===== config.mk =====
export PLATFORM = sky130hd
export DESIGN_NAME = tdm_phase_sampler
export DESIGN_NICKNAME = d
export VERILOG_FILES = /design/src/rtl/tdm_pkg.sv /design/src/rtl/tdm_timing.sv /design/src/rtl/tdm_rx_lane.sv /design/src/rtl/tdm_tx_lane.sv /design/src/rtl/tdm_phase_sampler.sv
export SDC_FILE = /design/constraint.sdc
export NUM_CORES = 1
export LEC_CHECK = 0
export CORE_UTILIZATION = 45
export CTS_CLUSTER_DIAMETER = 120
export CTS_CLUSTER_SIZE = 28
export DETAILED_ROUTE_END_ITERATION = 10
export DONT_BUFFER_PORTS = 1
export SYNTH_ARGS = -nofsm -noshare
export SYNTH_HDL_FRONTEND = slang
export SYNTH_HIERARCHICAL = 1
export SYNTH_SLANG_ARGS = --single-unit

===== constraint.sdc =====
create_clock -name clk -period 5.3 [get_ports clk]
set_clock_uncertainty 0.2 [all_clocks]
set_input_delay 0.53 -clock clk [delete_from_list [all_inputs] [get_ports clk]]
set_output_delay 0.53 -clock clk [all_outputs]
set_load 0.005 [all_outputs]

===== src/rtl/tdm_pkg.sv =====
// Shared types for the TDM stream sampler.
// Assumes a four-quarter bit cell; the sampling point is encoded as below.
package tdm_pkg;

    typedef enum logic [1:0] {
        SMP_HALF     = 2'd0,
        SMP_3QTR     = 2'd1,
        SMP_FULL     = 2'd2,
        SMP_FULL_ALT = 2'd3
    } smp_point_e;

    // Map a sampling point select to the quarter index in which to sample.
    function automatic logic [1:0] smp_quarter(input logic [1:0] sel);
        case (smp_point_e'(sel))
            SMP_HALF: smp_quarter = 2'd1;
            SMP_3QTR: smp_quarter = 2'd2;
            default:  smp_quarter = 2'd3;
        endcase
    endfunction

endpackage


===== src/rtl/tdm_timing.sv =====
// Frame position tracker: quarter, bit and slot of the current cycle.
// Assumes fsync is a single-cycle pulse in the clk domain; when it is high
// the current cycle is forced to position zero, otherwise the stored count.
module tdm_timing #(
    parameter int SLOTS = 128,
    parameter int BITS  = 8,
    localparam int QW   = 2,
    localparam int BW   = $clog2(BITS),
    localparam int SW   = $clog2(SLOTS)
) (
    input  logic          clk,
    input  logic          rst_n,
    input  logic          fsync,
    output logic [QW-1:0] quarter,
    output logic [BW-1:0] bit_idx,
    output logic [SW-1:0] slot
);
    localparam logic [QW-1:0] LAST_Q    = '1;
    localparam logic [BW-1:0] LAST_BIT  = BW'(BITS - 1);
    localparam logic [SW-1:0] LAST_SLOT = SW'(SLOTS - 1);

    logic [QW-1:0] q_cnt;
    logic [BW-1:0] b_cnt;
    logic [SW-1:0] s_cnt;

    // Effective position: frame sync overrides the running count.
    always_comb begin
        quarter = fsync ? '0 : q_cnt;
        bit_idx = fsync ? '0 : b_cnt;
        slot    = fsync ? '0 : s_cnt;
    end

    // Advance the position by one quarter, wrapping bits and slots.
    always_ff @(posedge clk) begin
        if (!rst_n) begin
            q_cnt <= '0;
            b_cnt <= '0;
            s_cnt <= '0;
        end else begin
            q_cnt <= quarter + 1'b1;
            if (quarter == LAST_Q) begin
                if (bit_idx == LAST_BIT) begin
                    b_cnt <= '0;
                    s_cnt <= (slot == LAST_SLOT) ? '0 : slot + 1'b1;
                end else begin
                    b_cnt <= bit_idx + 1'b1;
                    s_cnt <= slot;
                end
            end else begin
                b_cnt <= bit_idx;
                s_cnt <= slot;
            end
        end
    end

    // the cycle after a frame sync is quarter 1 of bit 0 of slot 0.
    a_r2_sync_origin: assert property (@(posedge clk) disable iff (!rst_n)
        fsync |=> (fsync || (quarter == 2'd1 && bit_idx == '0 && slot == '0)));

    // the last quarter of the last slot is followed by position zero.
    a_r6_slot_wrap: assert property (@(posedge clk) disable iff (!rst_n)
        (quarter == LAST_Q && bit_idx == LAST_BIT && slot == LAST_SLOT)
        |=> (quarter == '0 && bit_idx == '0 && slot == '0));

endmodule


===== src/rtl/tdm_rx_lane.sv =====
// Receive lane: shifts one sample per bit cell, MSB first, and latches the
// completed byte on the last bit. Assumes BITS >= 3.
module tdm_rx_lane #(
    parameter int BITS = 8
) (
    input  logic            clk,
    input  logic            rst_n,
    input  logic            sample_en,
    input  logic            last_bit,
    input  logic            din,
    output logic [BITS-1:0] byte_q
);
    logic [BITS-2:0] sr;

    // Shift in the sample and hand over the full byte on the last bit.
    always_ff @(posedge clk) begin
        if (!rst_n) begin
            sr     <= '0;
            byte_q <= '0;
        end else if (sample_en) begin
            sr <= {sr[BITS-3:0], din};
            if (last_bit) begin
                byte_q <= {sr, din};
            end
        end
    end

    // a completed byte ends with the sample just taken.
    a_r4_lsb_last: assert property (@(posedge clk) disable iff (!rst_n)
        (sample_en && last_bit) |=> (byte_q[0] == $past(din)));

endmodule


===== src/rtl/tdm_tx_lane.sv =====
// Transmit lane: captures a byte and an enable at slot start, presents one
// bit per bit cell MSB first, and releases the enable early when told.
// Assumes load, shift and drop are mutually exclusive and BITS >= 3.
module tdm_tx_lane #(
    parameter int BITS = 8
) (
    input  logic            clk,
    input  logic            rst_n,
    input  logic            load,
    input  logic            shift,
    input  logic            drop,
    input  logic [BITS-1:0] byte_in,
    input  logic            en_in,
    output logic            dout,
    output logic            oe
);
    logic [BITS-2:0] sh;
    logic            en_hold;

    // Load, shift or release the lane's data and enable.
    always_ff @(posedge clk) begin
        if (!rst_n) begin
            sh      <= '0;
            en_hold <= 1'b0;
            dout    <= 1'b0;
            oe      <= 1'b0;
        end else if (load) begin
            dout    <= byte_in[BITS-1];
            sh      <= byte_in[BITS-2:0];
            oe      <= en_in;
            en_hold <= en_in;
        end else if (shift) begin
            dout <= sh[BITS-2];
            sh   <= {sh[BITS-3:0], 1'b0};
            oe   <= en_hold;
        end else if (drop) begin
            oe <= 1'b0;
        end
    end

    // a slot captured with the enable low leaves the line undriven.
    a_r9_idle_slot: assert property (@(posedge clk) disable iff (!rst_n)
        (load && !en_in) |=> !oe);

endmodule


===== src/rtl/tdm_phase_sampler.sv =====
// TDM stream sampler top: frame position, per-line receive and transmit
// lanes. Assumes clk runs at four times the bit rate and fsync is a
// one-cycle pulse at quarter 0 of slot 0.
module tdm_phase_sampler #(
    parameter int NUM_LINES = 32,
    parameter int SLOTS     = 128,
    parameter int BITS      = 8,
    localparam int SW       = $clog2(SLOTS),
    localparam int BW       = $clog2(BITS)
) (
    input  logic                      clk,
    input  logic                      rst_n,
    input  logic                      fsync,
    input  logic [1:0]                smp_sel,
    input  logic                      early_release,
    input  logic [NUM_LINES-1:0]      rx_line,
    output logic                      rx_valid,
    output logic [SW-1:0]             rx_slot,
    output logic [NUM_LINES*BITS-1:0] rx_bytes,
    input  logic [NUM_LINES*BITS-1:0] tx_bytes,
    input  logic [NUM_LINES-1:0]      tx_en,
    output logic [NUM_LINES-1:0]      tx_dout,
    output logic [NUM_LINES-1:0]      tx_oe
);
    import tdm_pkg::*;

    localparam logic [BW-1:0] LAST_BIT = BW'(BITS - 1);

    logic [1:0]    quarter;
    logic [BW-1:0] bit_idx;
    logic [SW-1:0] slot;
    logic          sample_en;
    logic          last_bit;
    logic          tx_load;
    logic          tx_shift;
    logic          tx_drop;

    tdm_timing #(.SLOTS(SLOTS), .BITS(BITS)) timing_i (
        .clk     (clk),
        .rst_n   (rst_n),
        .fsync   (fsync),
        .quarter (quarter),
        .bit_idx (bit_idx),
        .slot    (slot)
    );

    // Decode lane strobes from the frame position and configuration.
    always_comb begin
        last_bit  = (bit_idx == LAST_BIT);
        sample_en = (quarter == smp_quarter(smp_sel));
        tx_load   = (quarter == 2'd0) && (bit_idx == '0);
        tx_shift  = (quarter == 2'd0) && (bit_idx != '0);
        tx_drop   = early_release && (quarter == 2'd3) && last_bit;
    end

    // Raise the byte-valid pulse with the slot number of the finished byte.
    always_ff @(posedge clk) begin
        if (!rst_n) begin
            rx_valid <= 1'b0;
            rx_slot  <= '0;
        end else begin
            rx_valid <= sample_en && last_bit;
            if (sample_en && last_bit) begin
                rx_slot <= slot;
            end
        end
    end

    for (genvar g = 0; g < NUM_LINES; g++) begin : g_line
        tdm_rx_lane #(.BITS(BITS)) rx_i (
            .clk       (clk),
            .rst_n     (rst_n),
            .sample_en (sample_en),
            .last_bit  (last_bit),
            .din       (rx_line[g]),
            .byte_q    (rx_bytes[g*BITS +: BITS])
        );
        tdm_tx_lane #(.BITS(BITS)) tx_i (
            .clk     (clk),
            .rst_n   (rst_n),
            .load    (tx_load),
            .shift   (tx_shift),
            .drop    (tx_drop),
            .byte_in (tx_bytes[g*BITS +: BITS]),
            .en_in   (tx_en[g]),
            .dout    (tx_dout[g]),
            .oe      (tx_oe[g])
        );
    end

    // the byte-valid pulse never lasts two cycles.
    a_r5_single_pulse: assert property (@(posedge clk) disable iff (!rst_n)
        rx_valid |=> !rx_valid);

    // in synchronous release mode the enables move only after quarter 0.
    a_r10_sync_release: assert property (@(posedge clk) disable iff (!rst_n)
        (!early_release && quarter != 2'd0) |=> $stable(tx_oe));

    // early release clears every enable after quarter 3 of the last bit.
    a_r10_early_drop: assert property (@(posedge clk) disable iff (!rst_n)
        (early_release && quarter == 2'd3 && last_bit) |=> (tx_oe == '0));

endmodule


==> summary.md <==
For flop-to-flop paths, the worst setup slack is 1880 ps. Primary flip-flop cell chosen by synthesis mapping: dfxtp_1. Clock tree synthesis inserted a total of 36 buffers. The initial utilization of the core area, before any placement, comes to 45.7%. The max-slew violation count is 675, and the share of post-route cells with drive strength above 1 is 18.0%.

The total congestion overflow is 0, and the relative max-transition margin is -109%. The number of antenna violations at the first check in global routing came out at 22. The die outline area was 84,900 um^2.

The logs give 654 for the number of top-level pins and 5570 ps for the worst endpoint required time. The logs give 5 for the first-pass detailed-route iteration total and 105 for the total number of placement rows. The worst-case IR drop observed on VDD is 0.000229 V. Of all nets on the critical path, the largest fanout is 59. The cell sitting at the root of the clock tree is a clkbuf_16. Entering global routing, the biggest net connects 949 pins. Number of vias per cell after detailed routing: 5.47. Yosys attributes the largest share of cell area to dfxtp_1 (44%), mux2_4 (8.9%), mux2i_1 (6.2%), o211a_1 (6.0%), o21ai_2 (6.0%). STA classifies the critical path endpoint as a flop. For the clock latency at the later pin of the worst-skew pair, the log shows 580 ps. The top cell type by area accounts for 43.6% of the synthesized area. Summed over all nets, the half-perimeter wirelength after detailed placement is 57,500 um.

The logs give 88,900 um for the total wire length and 43.6% for the proportion of synthesized chip area in sequential cells. In the final design database the tool counted 3,865 nets. The tools report the unique cell type count in the Yosys netlist as 45. After synthesis, the share of flip-flops with an asynchronous set or reset is 0%. Counting every net in the synthesized netlist gives 3,793. The hold path startpoint is tx_bytes[215].

After the flow finishes, the layout carries non-filler instances totaling 4,628. The power density over the cells is 265 nW/um^2, and the number of DRC violations after detailed-routing iteration 0 is 1,335. For the cell leakage power, the log shows 16.0 nW. Tracing the worst setup path back leads to its startpoint at fsync. After detailed placement, the design holds a cell count of 4,246.

At the worst endpoint, the arrival time is 4070 ps. Overall global routing resource usage: 19.9%. The cell accounting for the most synthesized area is dfxtp_1. For the pin with the worst max-slew slack, the measured transition is 3140 ps.

The worst register-to-register path begins at timing_i/q_cnt[0]. Relative to the synthesized area, the layout overhead comes to 9.08%. Input and output buffers added on the ports amount to 0.

Setup repair after global routing left no endpoint under its margin. The worst setup path is of the primary input to flop kind. The worst setup path is launched from a primary input. In the finished design, the share of the clock period the worst path needs comes to 71.8%. Synthesis handed over a netlist of 3,463 instances.

Timing would allow up to 263 MHz. The quantity of gates resized following cts is 0. From left edge to right edge, the die measures 291 um. The final critical delay including setup and external delays was 3800 ps; the total number of vias was 25,310. The vertical die dimension was 291 um. In this run the cell area of the synthesized design comes to 37,700 um^2. The total negative slack for setup checks is 0 ps, and the max-cap violation count is 0.

The first global-routing pass estimated 140,000 um of wire. The final reports fail on slew limit. The tools report the number of warnings reported in the yosys synthesis log as 6. The worst hold path belongs to the class primary input to flop. The count of flip-flops with a built-in enable after synthesis was 0.

The run finished, with violations left. Counting every sink on the clock net gives 820. TritonCTS built the clock tree. After clock tree synthesis, the clock-pin slew on the worst setup and hold paths is 110 ps.

The count of endpoints failing hold in the final timing report is 0, and the number of storage elements in the synthesis netlist is 820. For the placeable core region, the log shows 82,500 um^2. The final routed DRC violation total is 0.

The number of global-route vias before repair was 25,198; the last weighted congestion value of the routability-driven placer was 0.811. The clock tree synthesis step divided the H-tree into 2 levels. Counting along the longest clock path gives a buffer depth of 3. Count of antenna-violating nets left after detailed routing: 0.

Dividing the synthesized area by the synthesized cell count gives 10.9 um^2. The total setup violations reported at the end of the flow was 0; the detail-routed net length per standard cell was 19.2 um.
-- power breakdown --
group | internal (W) | total (W) | leakage (nW) | switching [W]
registers | 0.00637 | 0.00650 | 6.69 | 0.000133
clock network | 0.00135 | 0.00333 | 0.504 | 0.00198
logic | 0.000654 | 0.00107 | 8.81 | 0.000416
-- registers in the layout (all words and copies together), names as in the netlist --
| signal | flops |
|---|---|
| g_line.tx_i/en_hold | 32 |
| timing_i/s_cnt | 7 |
| rx_valid | 1 |
| rx_slot | 7 |
| g_line.tx_i/oe | 32 |
| g_line.tx_i/sh | 224 |
| timing_i/b_cnt | 3 |
| g_line.rx_i/byte_q | 256 |
| g_line.tx_i/dout | 32 |
| timing_i/q_cnt | 2 |
| g_line.rx_i/sr | 224 |
-- metal layers --
layer  track usage, %  wire [um]  vias up
met5                0         75        -
li1                 -          -    12431
met4             5.80       2430       12
met3             4.99       5650      133
met1             24.5      37500    12200
met2             34.3      43200      534
-- synthesized netlist by cell type, types with 2 or more instances --
| library cell | n |
|---|---|
| buf_6 | 128 |
| ha_1 | 4 |
| nand4bb_1 | 32 |
| clkbuf_1 | 32 |
| buf_2 | 129 |
| nand3_1 | 38 |
| nand2_1 | 354 |
| inv_1 | 5 |
| a21boi_2 | 32 |
| nand2b_1 | 258 |
| o21ai_0 | 2 |
| o211a_1 | 224 |
| o21ai_2 | 256 |
| dfxtp_1 | 820 |
| xnor2_1 | 2 |
| nand4_1 | 257 |
| and2_4 | 32 |
| buf_8 | 32 |
| or3b_1 | 32 |
| mux2i_1 | 233 |
| mux2_4 | 224 |
| a21boi_1 | 32 |
| nor2b_1 | 241 |
| o221ai_1 | 32 |
| a21oi_1 | 4 |
| nor2_1 | 7 |
| or3_1 | 3 |
-- kinds of logic after synthesis --
| logic type | count (synthesis) | synth area share [%] |
|---|---|---|
| flip-flops | 820 | 43.6 |
| multiplexers | 457 | 15.1 |
| XOR/XNOR | 3 | 0.0697 |
| AND/OR/NAND/NOR | 1264 | 19.4 |
| AO/OA/AOI/OAI | 588 | 14.5 |
| adder cells (fa/ha/maj) | 4 | 0.133 |
| buffers and inverters | 327 | 7.20 |
-- layout make-up --
class	count	area [um^2]
repair buffers	356	3670
diodes	17	42.5
flip-flops and latches	820	16400
clock inverters	6	100
inverters	5	26.3
clock buffers	38	930
multi-input cells	2316	18600
well taps	1070	1340
fillers	7384	41400
-- metrics by stage --
stage	hold slack [ps]	cell area, um^2	power, W	utilization (%)	worst slack [ps]
global route	31.5	41100	0.0114	49.8	1380
CTS	0.374	41000	0.0110	49.7	1530
floorplan	253	37700	0.00745	-	754
detailed placement	266	36800	0.00746	44.6	1670
finish	50.7	41100	0.0109	49.8	1500
global placement	260	36800	0.00743	44.6	1770
-- worst paths after layout --
kind | endpoint | cells after the start
hold reg to reg | g_line[4].rx_i/byte_q[7] | 2
setup / recovery | g_line[27].rx_i/byte_q[3] | 7
setup reg to reg | g_line[27].rx_i/byte_q[3] | 6
hold / removal | g_line[26].tx_i/dout | 2
-- cells in the final DEF (no fill, tap or decap), types with 2 or more instances in the layout --
| cell type | count |
|---|---|
| dfxtp_1 | 820 |
| clkbuf_16 | 37 |
| o21ai_0 | 2 |
| or3_1 | 3 |
| inv_6 | 2 |
| buf_4 | 22 |
| a21oi_1 | 4 |
| diode_2 | 17 |
| or3b_1 | 32 |
| nand4bb_1 | 32 |
| dlygate4sd3_1 | 319 |
| a21boi_1 | 32 |
| xnor2_1 | 2 |
| o221ai_1 | 32 |
| nor2b_1 | 241 |
| nand2b_1 | 258 |
| nand3_1 | 37 |
| inv_8 | 3 |
| and2_4 | 32 |
| o211a_1 | 224 |
| buf_12 | 14 |
| a21boi_2 | 32 |
| mux2i_1 | 233 |
| mux2_4 | 224 |
| inv_1 | 4 |
| o21ai_2 | 256 |
| nand2_1 | 354 |
| nand4_1 | 257 |
| nor2_1 | 6 |
| ha_1 | 4 |
-- critical path, stage by stage --
cell,delay [ps]
dlygate4sd3_1,690
nor2b_1,580
or4b_4,580
nand3_4,740
buf_4,500
and2_4,310
o21ai_2,80
-- timing repair --
item                                   CTS  global route
endpoints found under the hold margin  462             3
setup buffers                            0             0
hold buffers                           319             2
Note: power is estimated with default switching activity, not from simulation.
